File: config.mk
export PLATFORM = sky130hd
export DESIGN_NAME = sbb_loop_folder
export DESIGN_NICKNAME = d
export VERILOG_FILES = /design/src/rtl/sbbf_pkg.sv /design/src/rtl/sbbf_classify.sv /design/src/rtl/sbbf_counter.sv /design/src/rtl/sbbf_ctrl.sv /design/src/rtl/sbb_loop_folder.sv
export SDC_FILE = /design/constraint.sdc
export NUM_CORES = 1
export LEC_CHECK = 0
export ABC_AREA = 0
export BUFFER_PORTS_ARGS = -buffer_cell sky130_fd_sc_hd__buf_2
export CORE_ASPECT_RATIO = 1.2
export CORE_MARGIN = 2
export CORE_UTILIZATION = 47
export CTS_CLUSTER_DIAMETER = 30
export CTS_CLUSTER_SIZE = 40
export DETAILED_ROUTE_END_ITERATION = 8
export HOLD_SLACK_MARGIN = 0.03
export PLACE_DENSITY_LB_ADDON = 0.12
export SLEW_MARGIN = 20
export SYNTH_ARGS = -nofsm -noshare
export SYNTH_HDL_FRONTEND = slang
export SYNTH_SLANG_ARGS = --single-unit
File: constraint.sdc
create_clock -name clk -period 1.72 [get_ports clk]
set_input_delay 0.172 -clock clk [delete_from_list [all_inputs] [get_ports clk]]
set_output_delay 0.172 -clock clk [all_outputs]
set_load 0.02 [all_outputs]
File: src/rtl/sbbf_pkg.sv
package sbbf_pkg;

  typedef enum logic [1:0] {
    FS_IDLE  = 2'd0,
    FS_COUNT = 2'd1,
    FS_WAIT  = 2'd2
  } fold_state_e;

endpackage

File: src/rtl/sbbf_classify.sv
// Classifies the retiring instruction: taken short backward branch
// (arms a loop) or any other taken branch (cancels a loop).
module sbbf_classify #(
  parameter int DISP_W = 12,
  parameter int CNT_W  = 5,
  localparam int HI_W  = DISP_W - CNT_W + 1
) (
  input  logic            ret_vld,
  input  logic            ret_br,
  input  logic            ret_taken,
  input  logic [HI_W-1:0] disp_hi,
  output logic            is_short,
  output logic            arm,
  output logic            other_taken
);

  // Upper bits all ones <=> -2^(CNT_W-1) <= disp <= -1.
  always_comb begin
    is_short    = ret_br && (&disp_hi);
    arm         = ret_vld && ret_taken && is_short;
    other_taken = ret_vld && ret_br && ret_taken && !is_short;
  end

endmodule

File: src/rtl/sbbf_counter.sv
// Body up-counter: loaded with the negative displacement, steps toward
// zero, reports the last body instruction at all-ones.
module sbbf_counter #(
  parameter int CNT_W = 5
) (
  input  logic             clk,
  input  logic             rst_n,
  input  logic             load,
  input  logic [CNT_W-1:0] load_val,
  input  logic             inc,
  input  logic             clr,
  output logic [CNT_W-1:0] cnt,
  output logic             at_last
);

  logic [CNT_W-1:0] cnt_q;
  logic [CNT_W-1:0] cnt_d;
  logic             cnt_en;

  always_comb begin
    cnt_en = load || inc || clr;
    cnt_d  = cnt_q;
    if (clr) begin
      cnt_d = '0;
    end else if (load) begin
      cnt_d = load_val;
    end else if (inc) begin
      cnt_d = cnt_q + CNT_W'(1);
    end
  end

  always_ff @(posedge clk or negedge rst_n) begin
    if (!rst_n) begin
      cnt_q <= '0;
    end else if (cnt_en) begin
      cnt_q <= cnt_d;
    end
  end

  assign cnt     = cnt_q;
  assign at_last = &cnt_q;

endmodule

File: src/rtl/sbbf_ctrl.sv
// Fold state machine, loop registers and redirect output stage.
module sbbf_ctrl
  import sbbf_pkg::*;
#(
  parameter int PC_W   = 16,
  parameter int DISP_W = 12
) (
  input  logic              clk,
  input  logic              rst_n,
  input  logic              ret_vld,
  input  logic              ret_br,
  input  logic [PC_W-1:0]   ret_pc,
  input  logic [DISP_W-1:0] ret_disp,
  input  logic              flow_chg,
  input  logic              arm,
  input  logic              other_taken,
  input  logic              at_last,
  output logic              cnt_load,
  output logic              cnt_inc,
  output logic              cnt_clr,
  output logic              fold_active,
  output logic              redir_vld,
  output logic [PC_W-1:0]   redir_pc
);

  localparam int EXT_W = PC_W - DISP_W;

  fold_state_e     state_q, state_d;
  logic [PC_W-1:0] bpc_q, tgt_q, tgt_d;
  logic [PC_W-1:0] rpc_q;
  logic            rvld_q;
  logic            fire;
  logic            loop_en;

  // Next-state logic
  always_comb begin
    state_d  = state_q;
    cnt_load = 1'b0;
    cnt_inc  = 1'b0;
    cnt_clr  = 1'b0;
    fire     = 1'b0;
    if (flow_chg) begin
      state_d = FS_IDLE;
      cnt_clr = 1'b1;
    end else if (ret_vld) begin
      if (arm) begin
        state_d  = FS_COUNT;
        cnt_load = 1'b1;
      end else if (other_taken) begin
        state_d = FS_IDLE;
        cnt_clr = 1'b1;
      end else begin
        unique case (state_q)
          FS_COUNT: begin
            if (ret_br && (ret_pc == bpc_q)) begin
              state_d = FS_IDLE;
              cnt_clr = 1'b1;
            end else if (at_last) begin
              fire    = 1'b1;
              state_d = FS_WAIT;
              cnt_clr = 1'b1;
            end else begin
              cnt_inc = 1'b1;
            end
          end
          FS_WAIT: begin
            state_d = FS_IDLE;
            cnt_clr = 1'b1;
          end
          default: begin
            state_d = FS_IDLE;
          end
        endcase
      end
    end
  end

  always_comb begin
    loop_en = cnt_load;
    tgt_d   = ret_pc + {{EXT_W{ret_disp[DISP_W-1]}}, ret_disp};
  end

  // Registers
  always_ff @(posedge clk or negedge rst_n) begin
    if (!rst_n) begin
      state_q <= FS_IDLE;
      rvld_q  <= 1'b0;
    end else begin
      state_q <= state_d;
      rvld_q  <= fire;
    end
  end

  always_ff @(posedge clk or negedge rst_n) begin
    if (!rst_n) begin
      bpc_q <= '0;
      tgt_q <= '0;
    end else if (loop_en) begin
      bpc_q <= ret_pc;
      tgt_q <= tgt_d;
    end
  end

  always_ff @(posedge clk or negedge rst_n) begin
    if (!rst_n) begin
      rpc_q <= '0;
    end else if (fire) begin
      rpc_q <= tgt_q;
    end
  end

  assign fold_active = (state_q != FS_IDLE);
  assign redir_vld   = rvld_q;
  assign redir_pc    = rpc_q;

endmodule

File: src/rtl/sbb_loop_folder.sv
module sbb_loop_folder #(
  parameter int PC_W   = 16,
  parameter int DISP_W = 12,
  parameter int CNT_W  = 5
) (
  input  logic              clk,
  input  logic              rst_n,
  input  logic              ret_vld,
  input  logic              ret_br,
  input  logic              ret_taken,
  input  logic [DISP_W-1:0] ret_disp,
  input  logic [PC_W-1:0]   ret_pc,
  input  logic              flow_chg,
  output logic              fold_active,
  output logic              redir_vld,
  output logic [PC_W-1:0]   redir_pc
);

  localparam int HI_W = DISP_W - CNT_W + 1;

  logic             is_short, arm, other_taken;
  logic             cnt_load, cnt_inc, cnt_clr, at_last;
  logic [CNT_W-1:0] cnt;

  sbbf_classify #(.DISP_W(DISP_W), .CNT_W(CNT_W)) u_cls (
    .ret_vld     (ret_vld),
    .ret_br      (ret_br),
    .ret_taken   (ret_taken),
    .disp_hi     (ret_disp[DISP_W-1 -: HI_W]),
    .is_short    (is_short),
    .arm         (arm),
    .other_taken (other_taken)
  );

  sbbf_counter #(.CNT_W(CNT_W)) u_cnt (
    .clk      (clk),
    .rst_n    (rst_n),
    .load     (cnt_load),
    .load_val (ret_disp[CNT_W-1:0]),
    .inc      (cnt_inc),
    .clr      (cnt_clr),
    .cnt      (cnt),
    .at_last  (at_last)
  );

  sbbf_ctrl #(.PC_W(PC_W), .DISP_W(DISP_W)) u_ctl (
    .clk         (clk),
    .rst_n       (rst_n),
    .ret_vld     (ret_vld),
    .ret_br      (ret_br),
    .ret_pc      (ret_pc),
    .ret_disp    (ret_disp),
    .flow_chg    (flow_chg),
    .arm         (arm),
    .other_taken (other_taken),
    .at_last     (at_last),
    .cnt_load    (cnt_load),
    .cnt_inc     (cnt_inc),
    .cnt_clr     (cnt_clr),
    .fold_active (fold_active),
    .redir_vld   (redir_vld),
    .redir_pc    (redir_pc)
  );

  // cnt and is_short are observation points for the checker
  logic unused_ok;
  assign unused_ok = ^{cnt, is_short};

endmodule

-- Yosys cells after proc, flatten, opt, wreduce, memory -nomap -nowiden
Index checks and enable logic that the tools add are counted.
- muxes and demuxes: 33
- equality and inequality tests: 4
- reductions and logical operators: 17
- add/sub/neg operators: 2
- operators by type and width (kind ; count):
    $mux W1 ; 22
    $add A16 B16 Y16 ; 1
    $eq A16 B16 Y1 ; 1
    $mux W5 ; 3
    $mux W2 ; 7
    $reduce_and A8 Y1 ; 1
    $logic_and A1 B1 Y1 ; 7
    $ne A6 B5 Y1 const B ; 1
    $add A5 B1 Y5 const B ; 1
    $reduce_and A5 Y1 ; 1
    $reduce_and A2 Y1 ; 2
    $reduce_bool A2 Y1 ; 2
    $reduce_bool A3 Y1 ; 1
    $eq A2 B1 Y1 const B ; 1
    $eq A2 B2 Y1 const B ; 1
    $logic_or A1 B1 Y1 ; 2
    $pmux W1 S2 ; 1
    $logic_not A1 Y1 ; 1
- output and inout port bits: 18
- bits of input ports: 34
- register bits after elaboration: 56

-- Longest topological paths before layout
- word-level depth: 11
- gate-level depth with buffers: 10
- depth with buffers taken out: 10

-- By module
A second synthesis with hierarchy kept.
- cells, all modules: 332
- area total of the unflattened synthesis: 3253.1 µm²
- modules (own cells, without submodules) (module ; seq. area each (µm²) ; cells an instance ; area each (µm²) ; instances):
    sbbf_ctrl ; 1276.2 ; 297 ; 2895.3 ; 1
    sbbf_counter ; 125.1 ; 28 ; 294.0 ; 1
    sbbf_classify ; 0.0 ; 7 ; 63.8 ; 1

-- Least setup slack after synthesis
Ideal clock, no wire load.
- path type: input to register
- start: input port ret_disp[0]
- end: register u_ctl.tgt_q[12]
- setup slack: -0.406 ns
- arrival: 1.994 ns
- library setup time: 0.131 ns
- path buffers: 0
- stages: 10
- path through: ha_1 > inv_1 > fa_1 > nor2b_4 > o31a_1 > o31ai_2 > o21ai_2 > a21oi_2 > and4bb_2 > or3_1
- word-level cells in the longest chain between the ends: 1
- RTL lines (element ; line ; source):
    start, declared ; sbb_loop_folder.sv:11 ; input logic [DISP_W-1:0] ret_disp,
    $add A16 B16 Y16 ; sbbf_ctrl.sv:80 ; tgt_d = ret_pc + {{EXT_W{ret_disp[DISP_W-1]}}, ret_disp};
    end signal, assigned ; sbbf_ctrl.sv:100 ; tgt_q <= tgt_d;
    end, declared ; sbbf_ctrl.sv:29 ; logic [PC_W-1:0] bpc_q, tgt_q, tgt_d;
No other way between the ends.
A chain may end at the register's enable or synchronous reset.

-- Worst setup path in the final report
- start: register u_cnt.cnt_q[1], in the netlist u_cnt.cnt[1]
- end: register u_cnt.cnt_q[2], in the netlist u_cnt.cnt[2]
- word-level cells in the longest chain between the ends: 11
- elaborated cells on any way between the ends: 23
- RTL lines (element ; line ; source):
    start, declared ; sbbf_counter.sv:16 ; logic [CNT_W-1:0] cnt_q;
    start signal, assigned ; sbbf_counter.sv:36 ; cnt_q <= cnt_d;
    branches (longest 11 deep; another with $reduce_and A5 Y1) ; -- ;
Several ways; the timed one is not identified. The select of a mux whose other input is x is not followed.

==> impl_metrics.env <==
export IMPL_cap_violations=0
export IMPL_skew_ns=0.00470
export IMPL_fin_crit_ns=1.91
export IMPL_status="finished, violations left"
export IMPL_cp_end_kind="flop"
export IMPL_grt_max_degree=27
export IMPL_ir_drop_uv=527
export IMPL_path_class="flop to flop"
export IMPL_hold_violations=0
export IMPL_clock_latency_ns=0.32
export IMPL_crit_top_cell="buf_6"
export IMPL_clockBufferDepth=2
export IMPL_track_usage_pct=21.1
export IMPL_port_buffers=51
export IMPL_syn_area_mm2=0.00324
export IMPL_start_util_pct=47.8
export IMPL_drt_iter0_drc=102
export IMPL_syn_nets=353
export IMPL_nets=471
export IMPL_cp_top_family="compound AO/OA/AOI/OAI gates"
export IMPL_gr_total_overflow=0
export IMPL_synth_distinct_cells=53
export IMPL_synthToLayoutAreaGrowth_pct=37.1
export IMPL_fin_crit_sh_pct=111
export IMPL_synth_seq_cells=56
export IMPL_final_cell_area_mm2=0.00444
export IMPL_htreeDepth=2
export IMPL_avgSynthCellArea_um2=10.9
export IMPL_clkTransAtPathRegs_ns=0.10
export IMPL_fillerInstances=561
export IMPL_violations="negative setup slack"
export IMPL_antenna_found_initial=0
export IMPL_tightest_slew_ns=0.525
export IMPL_critical_path_slowest_cell="dfrtp_1"
export IMPL_final_cell_mix="buf_4, dfrtp_1, buf_2"
export IMPL_drc=0
export IMPL_required_ns=1.94
export IMPL_ant_nets=0
export IMPL_reg2reg_slack_ns=-0.19
export IMPL_via_per_inst=5.32
export IMPL_coreArea_mm2=0.00677
export IMPL_gp_congestion=0.898
export IMPL_cts_root_buf="clkbuf_8"
export IMPL_drt_total_wl_um=7580
export IMPL_die_w_um=79.8
export IMPL_cts_tree="built"
export IMPL_placed_area_mm2=0.00410
export IMPL_wl_per_cell_um=15.0
export IMPL_io_pins=52
export IMPL_firstDrtPassIters=4
export IMPL_fmax_mhz=522
export IMPL_dp_hpwl_um=5810
export IMPL_first_global_vias=2558
export IMPL_cpPeakStageDelay_ns=0.40
export IMPL_max_slew_margin_pct=65.0
export IMPL_layout_drive_gt1_share_pct=47.2
export IMPL_p_leak_nw=2.26
export IMPL_worstHoldPathType="input pin to flop"
export IMPL_startpoint_type="flop"
export IMPL_place_inst=488
export IMPL_yosys_warnings=0
export IMPL_die_y_um=94.9
export IMPL_path_max_fanout=4
export IMPL_final_common_cell="buf_4"
export IMPL_syn_instance_count=298
export IMPL_die_area_mm2=0.00757
export IMPL_setup_slack_ns=-0.194
export IMPL_setup_violations=23
export IMPL_hold_ws_ns=0.104
export IMPL_crit_buf_inv=2
export IMPL_antennaDiodeCount=0
export IMPL_clock_sinks=56
export IMPL_rsz0062_at_grt="true"
export IMPL_cp_arrival_ns=2.13
export IMPL_rows=33
export IMPL_power_density_mw_per_mm2=595
export IMPL_grt_pass1_wl_um=12100
export IMPL_path_cells="ha_2 -> and3_4 -> ha_4 -> buf_6 -> a21oi_2 -> nand3_2 -> buf_6 -> o21ai_4 -> a21bo_2 -> a21oi_1"
export IMPL_yosysSeqAreaShare_pct=43.3
export IMPL_final_cells=504
export IMPL_final_max_slew_viol_count=0
export IMPL_num_vias=2683
export IMPL_cts_buffers=5
[flip-flops by register name, indices dropped and copies added (netlist names)]
| signal | flops |
|---|---|
| u_ctl.state_q | 2 |
| u_cnt.cnt | 5 |
| u_ctl.redir_pc | 16 |
| u_ctl.bpc_q | 16 |
| u_ctl.redir_vld | 1 |
| u_ctl.tgt_q | 16 |
[per-stage QoR]
stage	total power, W	TNS, ns	utilization (%)	setup slack, ns
final	0.00264	-3.75	65.6	-0.194
after global routing	0.00278	-6.01	65.6	-0.271
after CTS	0.00264	-4.16	64.2	-0.206
after detailed placement	0.00186	-14.22	60.6	-0.638
after global placement	0.00185	-13.17	60.6	-0.580
after floorplan	0.00161	-3.18	-	-0.282
[report_power, final]
| part | leakage (nW) | switching, W | internal, W | total [W] |
|---|---|---|---|---|
| Clock | 0.0487 | 0.000453 | 0.000298 | 0.000751 |
| Sequential | 0.782 | 0.00000401 | 0.00132 | 0.00133 |
| Combinational | 1.43 | 0.000283 | 0.000281 | 0.000565 |
[logic make-up (layout without fill, tap and decap cells)]
family / Yosys count / count (layout) / share of synthesized area (%)
and+or+nand+nor: 69 / 69 / 11.6
adders and majority gates: 21 / 21 / 8.35
AOI/OAI and AO/OA: 71 / 72 / 14.4
buffers and inverters: 19 / 137 / 2.97
xor gates and xnor gates: 28 / 28 / 7.57
muxes: 34 / 34 / 11.8
DFF: 56 / 56 / 43.3
[metal layers]
metal  up-vias  global-route usage, %  part of all wire, %
met5         -                      0                    0
met4         0                   6.21                  1.5
met3        12                   3.82                  4.1
met2        69                   37.4                   51
met1      1295                   26.1                   43
li1       1307                      -                    -
[worst paths after layout]
path                                 start                  to  depth (start not counted)
min reg2reg                u_ctl.tgt_q[11]     u_ctl.tgt_q[11]                          2
min                              ret_pc[0]      u_ctl.bpc_q[0]                          2
max in group asynchronous            rst_n      u_ctl.bpc_q[1]                          3
max                           u_cnt.cnt[1]        u_cnt.cnt[2]                         10
min in group asynchronous            rst_n  u_ctl.redir_pc[11]                          2
max reg2reg                   u_cnt.cnt[1]        u_cnt.cnt[2]                         10
[synthesized netlist by cell type, drive strengths merged]
library cell	instances	area (µm²)
o21ai	25	136
o21a	2	15.0
o221ai	1	8.76
a21bo	1	10.0
nor3	5	47.5
and4	1	8.76
a221oi	1	8.76
a311oi	2	23.8
and3	2	12.5
or3	2	12.5
or2	1	6.26
a21oi	16	83.8
a211o	1	8.76
mux2	33	372
inv	11	41.3
o22ai	1	6.26
a31oi	3	18.8
o211ai	1	12.5
nor4b	1	8.76
nand2b	2	12.5
o31a	1	8.76
ha	20	250
mux2i	1	10.0
o31ai	3	27.5
and4bb	1	12.5
nand3	7	35.0
o21bai	3	22.5
fa	1	20.0
nand3b	1	7.51
xor2	22	193
a21o	6	45.0
nand4b	1	15.0
nand2	22	82.6
a211oi	4	30.0
nor4	3	18.8
xnor2	6	52.6
buf	3	26.3
nor2b	3	26.3
nand4	1	6.26
dfrtp	56	1400
nor3b	1	7.51
nor2	15	56.3
clkbuf	5	28.8
[area by class of cell]
type                            count  area [µm²]  area share [%]
Clock inverter                      3        26.3           0.592
Inverter                           11        41.3           0.930
Timing Repair Buffer              118         820            18.5
Multi-Input combinational cell    224        1970            44.4
Sequential cell                    56        1400            31.6
Clock buffer                        5        68.8            1.55
Tap cell                           87         109            2.45
[repair_timing]
item                                   CTS  global route
resized for setup                       18            13
gates cloned                             1             0
setup endpoints to repair               30            30
pin swaps                               15            15
endpoints found under the hold margin   22             0
hold buffers                             1             0
setup buffers                            4             2
No activity file was read; power rests on OpenSTA's default activity.
